## src/rtl/core_ctrl_pkg.sv

```systemverilog
// Package: shared phase encoding for the core store controller.
// Assumes: phases are visited strictly in declaration order after PH_IDLE.
package core_ctrl_pkg;
    typedef enum logic [2:0] {
        PH_IDLE  = 3'd0,
        PH_READ  = 3'd1,
        PH_SENSE = 3'd2,
        PH_RECOV = 3'd3,
        PH_WRITE = 3'd4,
        PH_DONE  = 3'd5
    } phase_t;

    // Larger of two lengths, used to size the phase counter.
    function automatic int max2(input int a, input int b);
        return (a > b) ? a : b;
    endfunction
endpackage

```

## src/rtl/core_phase_seq.sv

```systemverilog
// Phase sequencer: steps IDLE -> READ -> SENSE -> RECOV -> WRITE -> DONE -> IDLE.
// Each non-idle phase lasts its own parameterised number of clocks.
// It also flags the single strobe cycle inside the sense phase.
// Assumes: every length is >= 1 and STROBE_POS < SENSE_CYC.
module core_phase_seq
    import core_ctrl_pkg::*;
#(
    parameter int READ_CYC   = 3,
    parameter int SENSE_CYC  = 2,
    parameter int STROBE_POS = 0,
    parameter int RECOV_CYC  = 2,
    parameter int WRITE_CYC  = 3,
    parameter int DONE_CYC   = 1
) (
    input  logic   clk,
    input  logic   rst_n,
    input  logic   start,
    output phase_t phase_o,
    output logic   last_o,
    output logic   strobe_o
);
    localparam int MAX_LEN = max2(max2(READ_CYC, SENSE_CYC),
                                  max2(max2(RECOV_CYC, WRITE_CYC), DONE_CYC));
    localparam int CNT_W   = (MAX_LEN < 2) ? 1 : $clog2(MAX_LEN);

    phase_t           phase_q;
    logic [CNT_W-1:0] cnt_q;
    logic [CNT_W-1:0] len_m1;

    // Final count value of the current phase.
    always_comb begin
        case (phase_q)
            PH_READ:  len_m1 = CNT_W'(READ_CYC - 1);
            PH_SENSE: len_m1 = CNT_W'(SENSE_CYC - 1);
            PH_RECOV: len_m1 = CNT_W'(RECOV_CYC - 1);
            PH_WRITE: len_m1 = CNT_W'(WRITE_CYC - 1);
            PH_DONE:  len_m1 = CNT_W'(DONE_CYC - 1);
            default:  len_m1 = '0;
        endcase
    end

    assign last_o   = (phase_q != PH_IDLE) && (cnt_q == len_m1);
    assign strobe_o = (phase_q == PH_SENSE) && (cnt_q == CNT_W'(STROBE_POS));
    assign phase_o  = phase_q;

    // Advance the phase and its cycle counter.
    always_ff @(posedge clk) begin
        if (!rst_n) begin
            phase_q <= PH_IDLE;
            cnt_q   <= '0;
        end else if (phase_q == PH_IDLE) begin
            cnt_q <= '0;
            if (start) phase_q <= PH_READ;
        end else if (last_o) begin
            cnt_q <= '0;
            case (phase_q)
                PH_READ:  phase_q <= PH_SENSE;
                PH_SENSE: phase_q <= PH_RECOV;
                PH_RECOV: phase_q <= PH_WRITE;
                PH_WRITE: phase_q <= PH_DONE;
                default:  phase_q <= PH_IDLE;
            endcase
        end else begin
            cnt_q <= cnt_q + 1'b1;
        end
    end


    start_enters_read_chk: assert property (@(posedge clk) disable iff (!rst_n)
        (phase_q == PH_IDLE && start) |=> (phase_q == PH_READ && cnt_q == '0));

    write_after_recover_chk: assert property (@(posedge clk) disable iff (!rst_n)
        $rose(phase_q == PH_WRITE) |-> $past(phase_q) == PH_RECOV);

    one_strobe_chk: assert property (@(posedge clk) disable iff (!rst_n)
        strobe_o |=> !strobe_o || SENSE_CYC == 1);
endmodule

```

## src/rtl/core_sense_latch.sv

```systemverilog
// Sense latch: captures the per-plane sense pulses in the strobe cycle only
// and holds that word until the next strobe.
// Assumes: strobe is high for at most one cycle per access.
module core_sense_latch #(
    parameter int DATA_W = 8
) (
    input  logic              clk,
    input  logic              rst_n,
    input  logic              strobe,
    input  logic [DATA_W-1:0] sense_in,
    output logic [DATA_W-1:0] word_o
);
    logic [DATA_W-1:0] word_q;

    // Sample the sense lines inside the strobe window.
    always_ff @(posedge clk) begin
        if (!rst_n)      word_q <= '0;
        else if (strobe) word_q <= sense_in;
    end

    assign word_o = word_q;


    hold_outside_window_chk: assert property (@(posedge clk) disable iff (!rst_n)
        !strobe |=> $stable(word_q));
endmodule

```

## src/rtl/core_wb_select.sv

```systemverilog
// Write-back selection: records the operation type and new data at acceptance.
// It picks the word to restore (sensed word for a read, new data for a write)
// and produces the per-plane inhibit vector for the write drive.
// Assumes: accept is a single-cycle pulse at request acceptance.
module core_wb_select #(
    parameter int DATA_W = 8
) (
    input  logic              clk,
    input  logic              rst_n,
    input  logic              accept,
    input  logic              req_write,
    input  logic [DATA_W-1:0] req_wdata,
    input  logic [DATA_W-1:0] sensed_word,
    input  logic              write_phase,
    output logic              is_write_o,
    output logic [DATA_W-1:0] inhibit_o
);
    logic              is_write_q;
    logic [DATA_W-1:0] wdata_q;
    logic [DATA_W-1:0] wb_word;

    // Capture the operation at acceptance.
    always_ff @(posedge clk) begin
        if (!rst_n) begin
            is_write_q <= 1'b0;
            wdata_q    <= '0;
        end else if (accept) begin
            is_write_q <= req_write;
            wdata_q    <= req_wdata;
        end
    end

    // Pick the restore word and invert it into inhibit enables.
    always_comb begin
        wb_word   = is_write_q ? wdata_q : sensed_word;
        inhibit_o = write_phase ? ~wb_word : '0;
    end

    assign is_write_o = is_write_q;


    op_held_chk: assert property (@(posedge clk) disable iff (!rst_n)
        !accept |=> $stable(is_write_q) && $stable(wdata_q));
endmodule

```

## src/rtl/core_store_ctrl.sv

```systemverilog
// Core store controller top: accepts read/write requests and runs one
// destructive-read plus write-back cycle per request over stacked bit planes.
// Assumes: sense_in carries per-plane flip pulses after a read drive; the
// requester may offer requests at any time, but they are taken only in idle.
module core_store_ctrl
    import core_ctrl_pkg::*;
#(
    parameter int DATA_W     = 8,
    parameter int ADDR_W     = 6,
    parameter int READ_CYC   = 3,
    parameter int SENSE_CYC  = 2,
    parameter int STROBE_POS = 0,
    parameter int RECOV_CYC  = 2,
    parameter int WRITE_CYC  = 3,
    parameter int DONE_CYC   = 1,
    localparam int XW = ADDR_W / 2,
    localparam int YW = ADDR_W - XW
) (
    input  logic              clk,
    input  logic              rst_n,
    input  logic              req_valid,
    input  logic              req_write,
    input  logic [ADDR_W-1:0] req_addr,
    input  logic [DATA_W-1:0] req_wdata,
    output logic              req_ready,
    output logic              rd_valid,
    output logic [DATA_W-1:0] rd_data,
    output logic [XW-1:0]     x_addr,
    output logic [YW-1:0]     y_addr,
    output logic              x_drive,
    output logic              y_drive,
    output logic              drive_pol,
    output logic [DATA_W-1:0] inhibit_en,
    output logic              sense_en,
    input  logic [DATA_W-1:0] sense_in
);
    phase_t            phase;
    logic              last;
    logic              strobe;
    logic              accept;
    logic              is_write;
    logic              rd_valid_q;
    logic [ADDR_W-1:0] addr_q;
    logic [DATA_W-1:0] sensed;

    assign req_ready = (phase == PH_IDLE);
    assign accept    = req_ready && req_valid;

    core_phase_seq #(
        .READ_CYC  (READ_CYC),
        .SENSE_CYC (SENSE_CYC),
        .STROBE_POS(STROBE_POS),
        .RECOV_CYC (RECOV_CYC),
        .WRITE_CYC (WRITE_CYC),
        .DONE_CYC  (DONE_CYC)
    ) seq_i (
        .clk     (clk),
        .rst_n   (rst_n),
        .start   (accept),
        .phase_o (phase),
        .last_o  (last),
        .strobe_o(strobe)
    );

    core_sense_latch #(.DATA_W(DATA_W)) latch_i (
        .clk     (clk),
        .rst_n   (rst_n),
        .strobe  (strobe),
        .sense_in(sense_in),
        .word_o  (sensed)
    );

    core_wb_select #(.DATA_W(DATA_W)) wb_i (
        .clk        (clk),
        .rst_n      (rst_n),
        .accept     (accept),
        .req_write  (req_write),
        .req_wdata  (req_wdata),
        .sensed_word(sensed),
        .write_phase(phase == PH_WRITE),
        .is_write_o (is_write),
        .inhibit_o  (inhibit_en)
    );

    // Hold the address of the operation in flight.
    always_ff @(posedge clk) begin
        if (!rst_n)      addr_q <= '0;
        else if (accept) addr_q <= req_addr;
    end

    // Flag read data in the first cycle after the sense phase.
    always_ff @(posedge clk) begin
        if (!rst_n) rd_valid_q <= 1'b0;
        else        rd_valid_q <= (phase == PH_SENSE) && last && !is_write;
    end

    // Drive strobes and polarity come straight from the phase.
    always_comb begin
        x_drive   = (phase == PH_READ) || (phase == PH_WRITE);
        y_drive   = x_drive;
        drive_pol = (phase == PH_WRITE);
        sense_en  = strobe;
    end

    assign x_addr   = addr_q[XW-1:0];
    assign y_addr   = addr_q[ADDR_W-1:XW];
    assign rd_valid = rd_valid_q;
    assign rd_data  = sensed;


    no_inhibit_in_sense_chk: assert property (@(posedge clk) disable iff (!rst_n)
        sense_en |-> inhibit_en == '0);

    inhibit_write_only_chk: assert property (@(posedge clk) disable iff (!rst_n)
        !(x_drive && drive_pol) |-> inhibit_en == '0);

    addr_steady_chk: assert property (@(posedge clk) disable iff (!rst_n)
        (!req_ready && $past(!req_ready)) |-> ($stable(x_addr) && $stable(y_addr)));

    idle_no_drive_chk: assert property (@(posedge clk) disable iff (!rst_n)
        req_ready |-> !x_drive && !y_drive && !sense_en);

    rd_valid_pulse_chk: assert property (@(posedge clk) disable iff (!rst_n)
        rd_valid |=> !rd_valid);

    no_rd_valid_on_write_chk: assert property (@(posedge clk) disable iff (!rst_n)
        rd_valid |-> !is_write);
endmodule

```

## config.mk

```make
export PLATFORM = sky130hd
export DESIGN_NAME = core_store_ctrl
export DESIGN_NICKNAME = d
export VERILOG_FILES = /design/src/rtl/core_ctrl_pkg.sv /design/src/rtl/core_phase_seq.sv /design/src/rtl/core_sense_latch.sv /design/src/rtl/core_wb_select.sv /design/src/rtl/core_store_ctrl.sv
export SDC_FILE = /design/constraint.sdc
export NUM_CORES = 1
export LEC_CHECK = 0
export ABC_AREA = 1
export ABC_CLOCK_PERIOD_IN_PS = 3800
export BUFFER_PORTS_ARGS = -buffer_cell sky130_fd_sc_hd__buf_2
export CORE_MARGIN = 2
export CORE_UTILIZATION = 35
export DETAILED_ROUTE_END_ITERATION = 10
export GPL_TIMING_DRIVEN = 0
export PLACE_DENSITY = 0.68
export SLEW_MARGIN = 20
export SYNTH_ARGS = -nofsm -noshare
export SYNTH_HDL_FRONTEND = slang
export SYNTH_SLANG_ARGS = --single-unit
```

## constraint.sdc

```tcl
create_clock -name clk -period 3.8 [get_ports clk]
set_input_delay 0.95 -clock clk [delete_from_list [all_inputs] [get_ports clk]]
set_output_delay 0.95 -clock clk [all_outputs]
set_load 0.01 [all_outputs]
```

# --- Word-level counts from Yosys, hierarchy flattened ---
# Index checks and enable logic that the tools add are counted.
# W data, S select, Z words.
op_classes:
  add_sub_neg: 1
  eq_ne: 6
  muxes: 7
  n_bitwise: 2
  reduce_logical: 15
ops:
  columns: ["op", "count"]
  rows:
  - ["$mux W8", 2]
  - ["$pmux W3 S4", 1]
  - ["$mux W3", 3]
  - ["$not A8 Y8", 1]
  - ["$eq A3 B2 Y1 const B", 2]
  - ["$logic_and A1 B1 Y1", 5]
  - ["$pmux W2 S2", 1]
  - ["$reduce_or A2 Y1", 2]
  - ["$eq A3 B1 Y1 const B", 1]
  - ["$eq A3 B3 Y1 const B", 1]
  - ["$logic_not A3 Y1", 1]
  - ["$reduce_bool A3 Y1", 1]
  - ["$reduce_or A3 Y1", 1]
  - ["$add A2 B1 Y2 const B", 1]
  - ["$eq A2 B2 Y1", 1]
  - ["$logic_not A2 Y1", 1]
  - ["$ne A2 B1 Y1 const B", 1]
  - ["$reduce_and A2 Y1", 1]
  - ["$reduce_bool A2 Y1", 1]
  - ["$logic_not A1 Y1", 1]
  - ["$logic_or A1 B1 Y1", 1]
  - ["$not A1 Y1", 1]
totals:
  reg_bits: 29
  input_bits: 26
  out_inout_bits: 28
  word_cells: 38

# --- Longest topological paths before layout ---
depth:
  word_depth: 7
  depth_mapped: 9
  depth_no_buf: 9

# --- Cells and area by module ---
# Synthesis repeated with hierarchy kept, for this count alone.
unflattened:
  hier_cells: 263
  area_unflattened_um2: 1635.3
by_module_without_submodules:
  columns: ["module", "instances", "cells_each", "area_each_um2", "seq_area_each_um2"]
  rows:
  - ["core_wb_select", 1, 100, 561.8, 180.2]
  - ["core_store_ctrl", 1, 61, 392.9, 140.1]
  - ["core_sense_latch", 1, 51, 356.6, 160.2]
  - ["core_phase_seq", 1, 51, 324.1, 100.1]

# --- Worst setup path before layout ---
# Ideal clock, no wire load.
synth_timing:
  path_kind: "flip-flop to output port"
  start: "register seq_i.phase_q[0], in the netlist seq_i.phase_o[0]"
  end: "output port inhibit_en[0]"
  arrival_ps: 944
  required_ps: 2850
  slack_ps: 1906
  stages_incl_launch_ff: 6
  n_path_buf: 2
  cell_sequence: "dfxtp_1 -> buf_6 -> nor2_1 -> nand2_1 -> buf_2 -> nor2_1"
synth_between:
  elab_chain_cells: 2
synth_rtl:
  columns: ["item", "line_no", "source"]
  rows:
  - ["start, declared", "core_phase_seq.sv:26", "phase_t phase_q;"]
  - ["start signal, assigned", "core_phase_seq.sv:49", "phase_q <= PH_IDLE;"]
  - ["start signal, assigned", "core_phase_seq.sv:53", "if (start) phase_q <= PH_READ;"]
  - ["start signal, assigned", "core_phase_seq.sv:57", "PH_READ: phase_q <= PH_SENSE;"]
  - ["$eq A3 B3 Y1", "core_store_ctrl.sv:80", ".write_phase(phase == PH_WRITE),"]
  - ["$mux W8", "core_wb_select.sv:36", "inhibit_o = write_phase ? ~wb_word : '0;"]
  - ["end, declared", "core_store_ctrl.sv:33", "output logic [DATA_W-1:0] inhibit_en,"]
# Every way passes these cells.

# --- Worst setup path after layout ---
layout_timing:
  start: "register seq_i.phase_q[1], in the netlist seq_i.phase_o[1]"
  end: "output port sense_en"
layout_between:
  elab_chain_cells: 2
layout_rtl:
  columns: ["item", "line_no", "source"]
  rows:
  - ["$eq A3 B2 Y1", "core_phase_seq.sv:43", "assign strobe_o = (phase_q == PH_SENSE) && (cnt_q == CNT_W'(STROBE_POS));"]
  - ["$logic_and A1 B1 Y1", "core_phase_seq.sv:43", null]
  - ["end, declared", "core_store_ctrl.sv:34", "output logic sense_en,"]
# Every way passes these cells.

==> out/metrics.csv <==
stage;metric;value;unit
outcome;status;finished clean;
finish;antenna cells;0;
synthesis;Synth async-reset ratio;0;%
synthesis;syn avg cell area;7.25;um^2
floorplanning;I/O pin cnt;54;
clock_network;total CTS buffers;5;
setup_path;WP data arrival;1.48;ns
synthesis;#FFs+latches synth;29;
synthesis;most numerous cell in the Yosys netlist;nand2_1;
global_route;antenna violations before repair;0;
setup_path;reg2reg start;seq_i.phase_o[2];
synthesis;Yosys top cell by area;dfxtp_1;
min_path;hold path start;addr_q[1];
clock_network;total clock sinks;29;
timing;final worst path period need;2.43;ns
global_route;first-pass GRT wire length;5120;um
global_route;GR Overflow Total;0;
global_route;gr usage total;15.4;%
drt;Final ANT Viol Nets;0;
power_and_ir_drop;power per cell area;651;nW/um^2
timing;Slew @ Worst Pin;0.435;ns
setup_path;CP max FO;9;
timing;Max Clk Rate;412;MHz
synthesis;list of most frequent post-synthesis cells;nand2_1, nor2_1, dfxtp_1;
synthesis;share of the synthesized area in the top cell type;42.8;%
global_route;met2 usage;24.0;%
timing;Final period util;63.9;%
drt;Detailed Route WL;3130;um
min_path;Hold EP;addr_q[1];
floorplanning;FP Rows;22;
finish;Final Net Count;273;
synthesis;Post-synth EDFFs;0;
finish;area grow syn2layout;32.2;%
synthesis;Synth area leaders;dfxtp_1, nand2_1, nor2_1, nand3_2, a21oi_1;
global_route;Global Route met3 Usage;5.28;%
synthesis;Distinct cells, synth;22;
finish;layout cell share with drive strength beyond 1;34.0;%
timing;Final setup viols;0;
drt;DR vias;1353;
drt;Vias/cell;4.59;
global_route;vias in the first global route;1184;
floorplanning;chip width;66.2;um
setup_path;slowest cell on the critical path;dfxtp_1;
synthesis;Synthesized Nets;214;
power_and_ir_drop;Gate power share;38.2;%
job;MaxCap Viol Count;0;
timing;count of final hold-check violations;0;
finish;number of fill cells;391;
power_and_ir_drop;Clk pwr share;28.1;%
clock_network;Post-CTS Setup Inserts;0;
global_route;met1 Use GR;19.3;%
clock_network;CTS H-tree lvls;2;
floorplanning;Die H;66.2;um
timing;Slew HR;71.0;%
drt;DR WL/cell;10.6;um
setup_path;cells along the critical path;nand2_1 -> inv_2 -> nand3_2 -> inv_2 -> buf_2;
clock_network;Post-CTS Hold Fix Bufs;0;
synthesis;Mapped Cells;187;
drt;Initial DRT Pass Iterations;4;
power_and_ir_drop;Seq pwr share;33.7;%
synthesis;sequential area share after synthesis;42.8;%
clock_network;clk slew on worst S/H paths;0.06;ns
min_path;Hold Path Class;flop to flop;
setup_path;Crit Path Class;flop to output port;
timing;TNS Setup;0;ns
power_and_ir_drop;VDD IR-drop max;0.000294;V
timing;Final Slew Violations;0;
clock_network;# resized after CTS;0;
setup_path;cell mode on critical path;inv_2;
placement;GPL Wtd Cong;0.780;
timing;Setup Skew;0.00715;ns
setup_path;reg2reg end;wb_i.wdata_q[0];
setup_path;Startpoint Class;flop;
setup_path;Crit path required time;2.85;ns
clock_network;clk_lat worst skew;0.28;ns
setup_path;reg2reg path depth;5;
timing;RSZ-0062 raised after global routing;false;
setup_path;crit end category;output port;
power_and_ir_drop;Pleak;0.875;nW
global_route;largest net degree at the start of global routing;11;
min_path;Hold Crit Depth;2;
placement;DP HPWL;2330;um
drt;Iteration-0 DRC Markers;62;
floorplanning;Die ar.;4390;um^2
global_route;GRT busiest layer;met2;
setup_path;worst reg2reg setup slack;2.40;ns
setup_path;Worst path max stage delay;0.47;ns
timing;worst hold slack;0.455;ns
clock_network;Clock Tree Buf Depth;2;
floorplanning;Starting Density;36.7;%
synthesis;post-synthesis cell area;1360;um^2
clock_network;CTS tree;done;
finish;Finished Core Util;48.6;%
floorplanning;total core area;3690;um^2
synthesis;Yosys Warn Count;0;
synthesis;prevailing post-synth register cell;dfxtp_1;
placement;port bufs;52;
clock_network;root buffer cell;clkbuf_8;
power_and_ir_drop;Net Sw Power;416;uW
power_and_ir_drop;switching share of power;35.7;%
power_and_ir_drop;P_int;750;uW
drt;# DRC;0;
[worst max-delay path by stage]
stage | start | end | depth (start not counted)
after floorplan | seq_i.phase_o[0] | inhibit_en[0] | 5
after global placement | seq_i.phase_o[1] | sense_en | 5
after detailed placement | seq_i.phase_o[1] | sense_en | 5
after CTS | seq_i.phase_o[1] | sense_en | 5
after global routing | seq_i.phase_o[1] | sense_en | 5
final | seq_i.phase_o[1] | sense_en | 5
[kinds of logic after synthesis]
kind of cell    synth area share, %
fa+ha+maj                     0.923
buf+inv                        8.50
flops                          42.8
simple gates                   36.5
compound gates                 11.3
[routing by layer]
metal	wire, um	vias up
met5	0	-
met4	21	0
met3	218	5
met2	1450	42
met1	1440	594
li1	-	712
[critical path, delay by kind of cell (launching register included)]
family | cells | cell delay, ns
AND/OR/NAND/NOR | 2 | 0.30
flip-flops | 1 | 0.47
buffers and inverters | 3 | 0.43
[through the flow]
stage / total power [mW] / std cells / setup slack (ns) / instance area, um^2
CTS: 1.19 / 295 / 1.35 / 1790
global placement: 0.846 / 287 / 1.67 / 1680
floorplan: 0.729 / 187 / 1.91 / 1360
global route: 1.26 / 295 / 1.22 / 1790
detailed placement: 0.850 / 287 / 1.68 / 1680
finish: 1.17 / 295 / 1.37 / 1790
[cell type report]
type                       count  area [um^2]  area share [%]
sequential                    29          581            32.4
multi-input combinational    136          659            36.8
tap                           48         60.1            3.35
clock buffer                   7         86.3            4.82
inverter                      12         45.0            2.51
clock inverter                 1         30.0            1.68
buffer                        10         70.1            3.91
timing repair buffer          52          260            14.5
[layout by cell type (no fill, tap or decap), types with 3 or more instances in the layout]
master | netlist | routed
inv_2 | 3 | 3
o21ai_0 | 10 | 10
a21oi_1 | 15 | 15
nand3_2 | 9 | 9
inv_1 | 7 | 7
clkbuf_1 | 3 | 4
dfxtp_1 | 29 | 29
buf_2 | 2 | 54
clkbuf_8 | 0 | 6
buf_6 | 3 | 3
nor2_1 | 31 | 31
nand3_1 | 10 | 10
nand2_1 | 51 | 51
[sequential cells by signal, summed over array words and instances (netlist names)]
name             flops
latch_i.word_o       8
wb_i.wdata_q         8
addr_q               6
seq_i.phase_o        3
seq_i.cnt_q          2
rd_valid             1
wb_i.is_write_o      1
[power groups by stage]
stage / Clock [mW] / Combinational [mW] / Sequential (mW)
6_report: 0.327 / 0.446 / 0.393
4_1_cts: 0.340 / 0.454 / 0.393
2_1_floorplan: 0 / 0.324 / 0.405
5_1_grt: 0.355 / 0.503 / 0.400
3_5_place_dp: 0 / 0.450 / 0.399
3_3_place_gp: 0 / 0.446 / 0.400
Note: power is estimated with default switching activity, not from simulation.
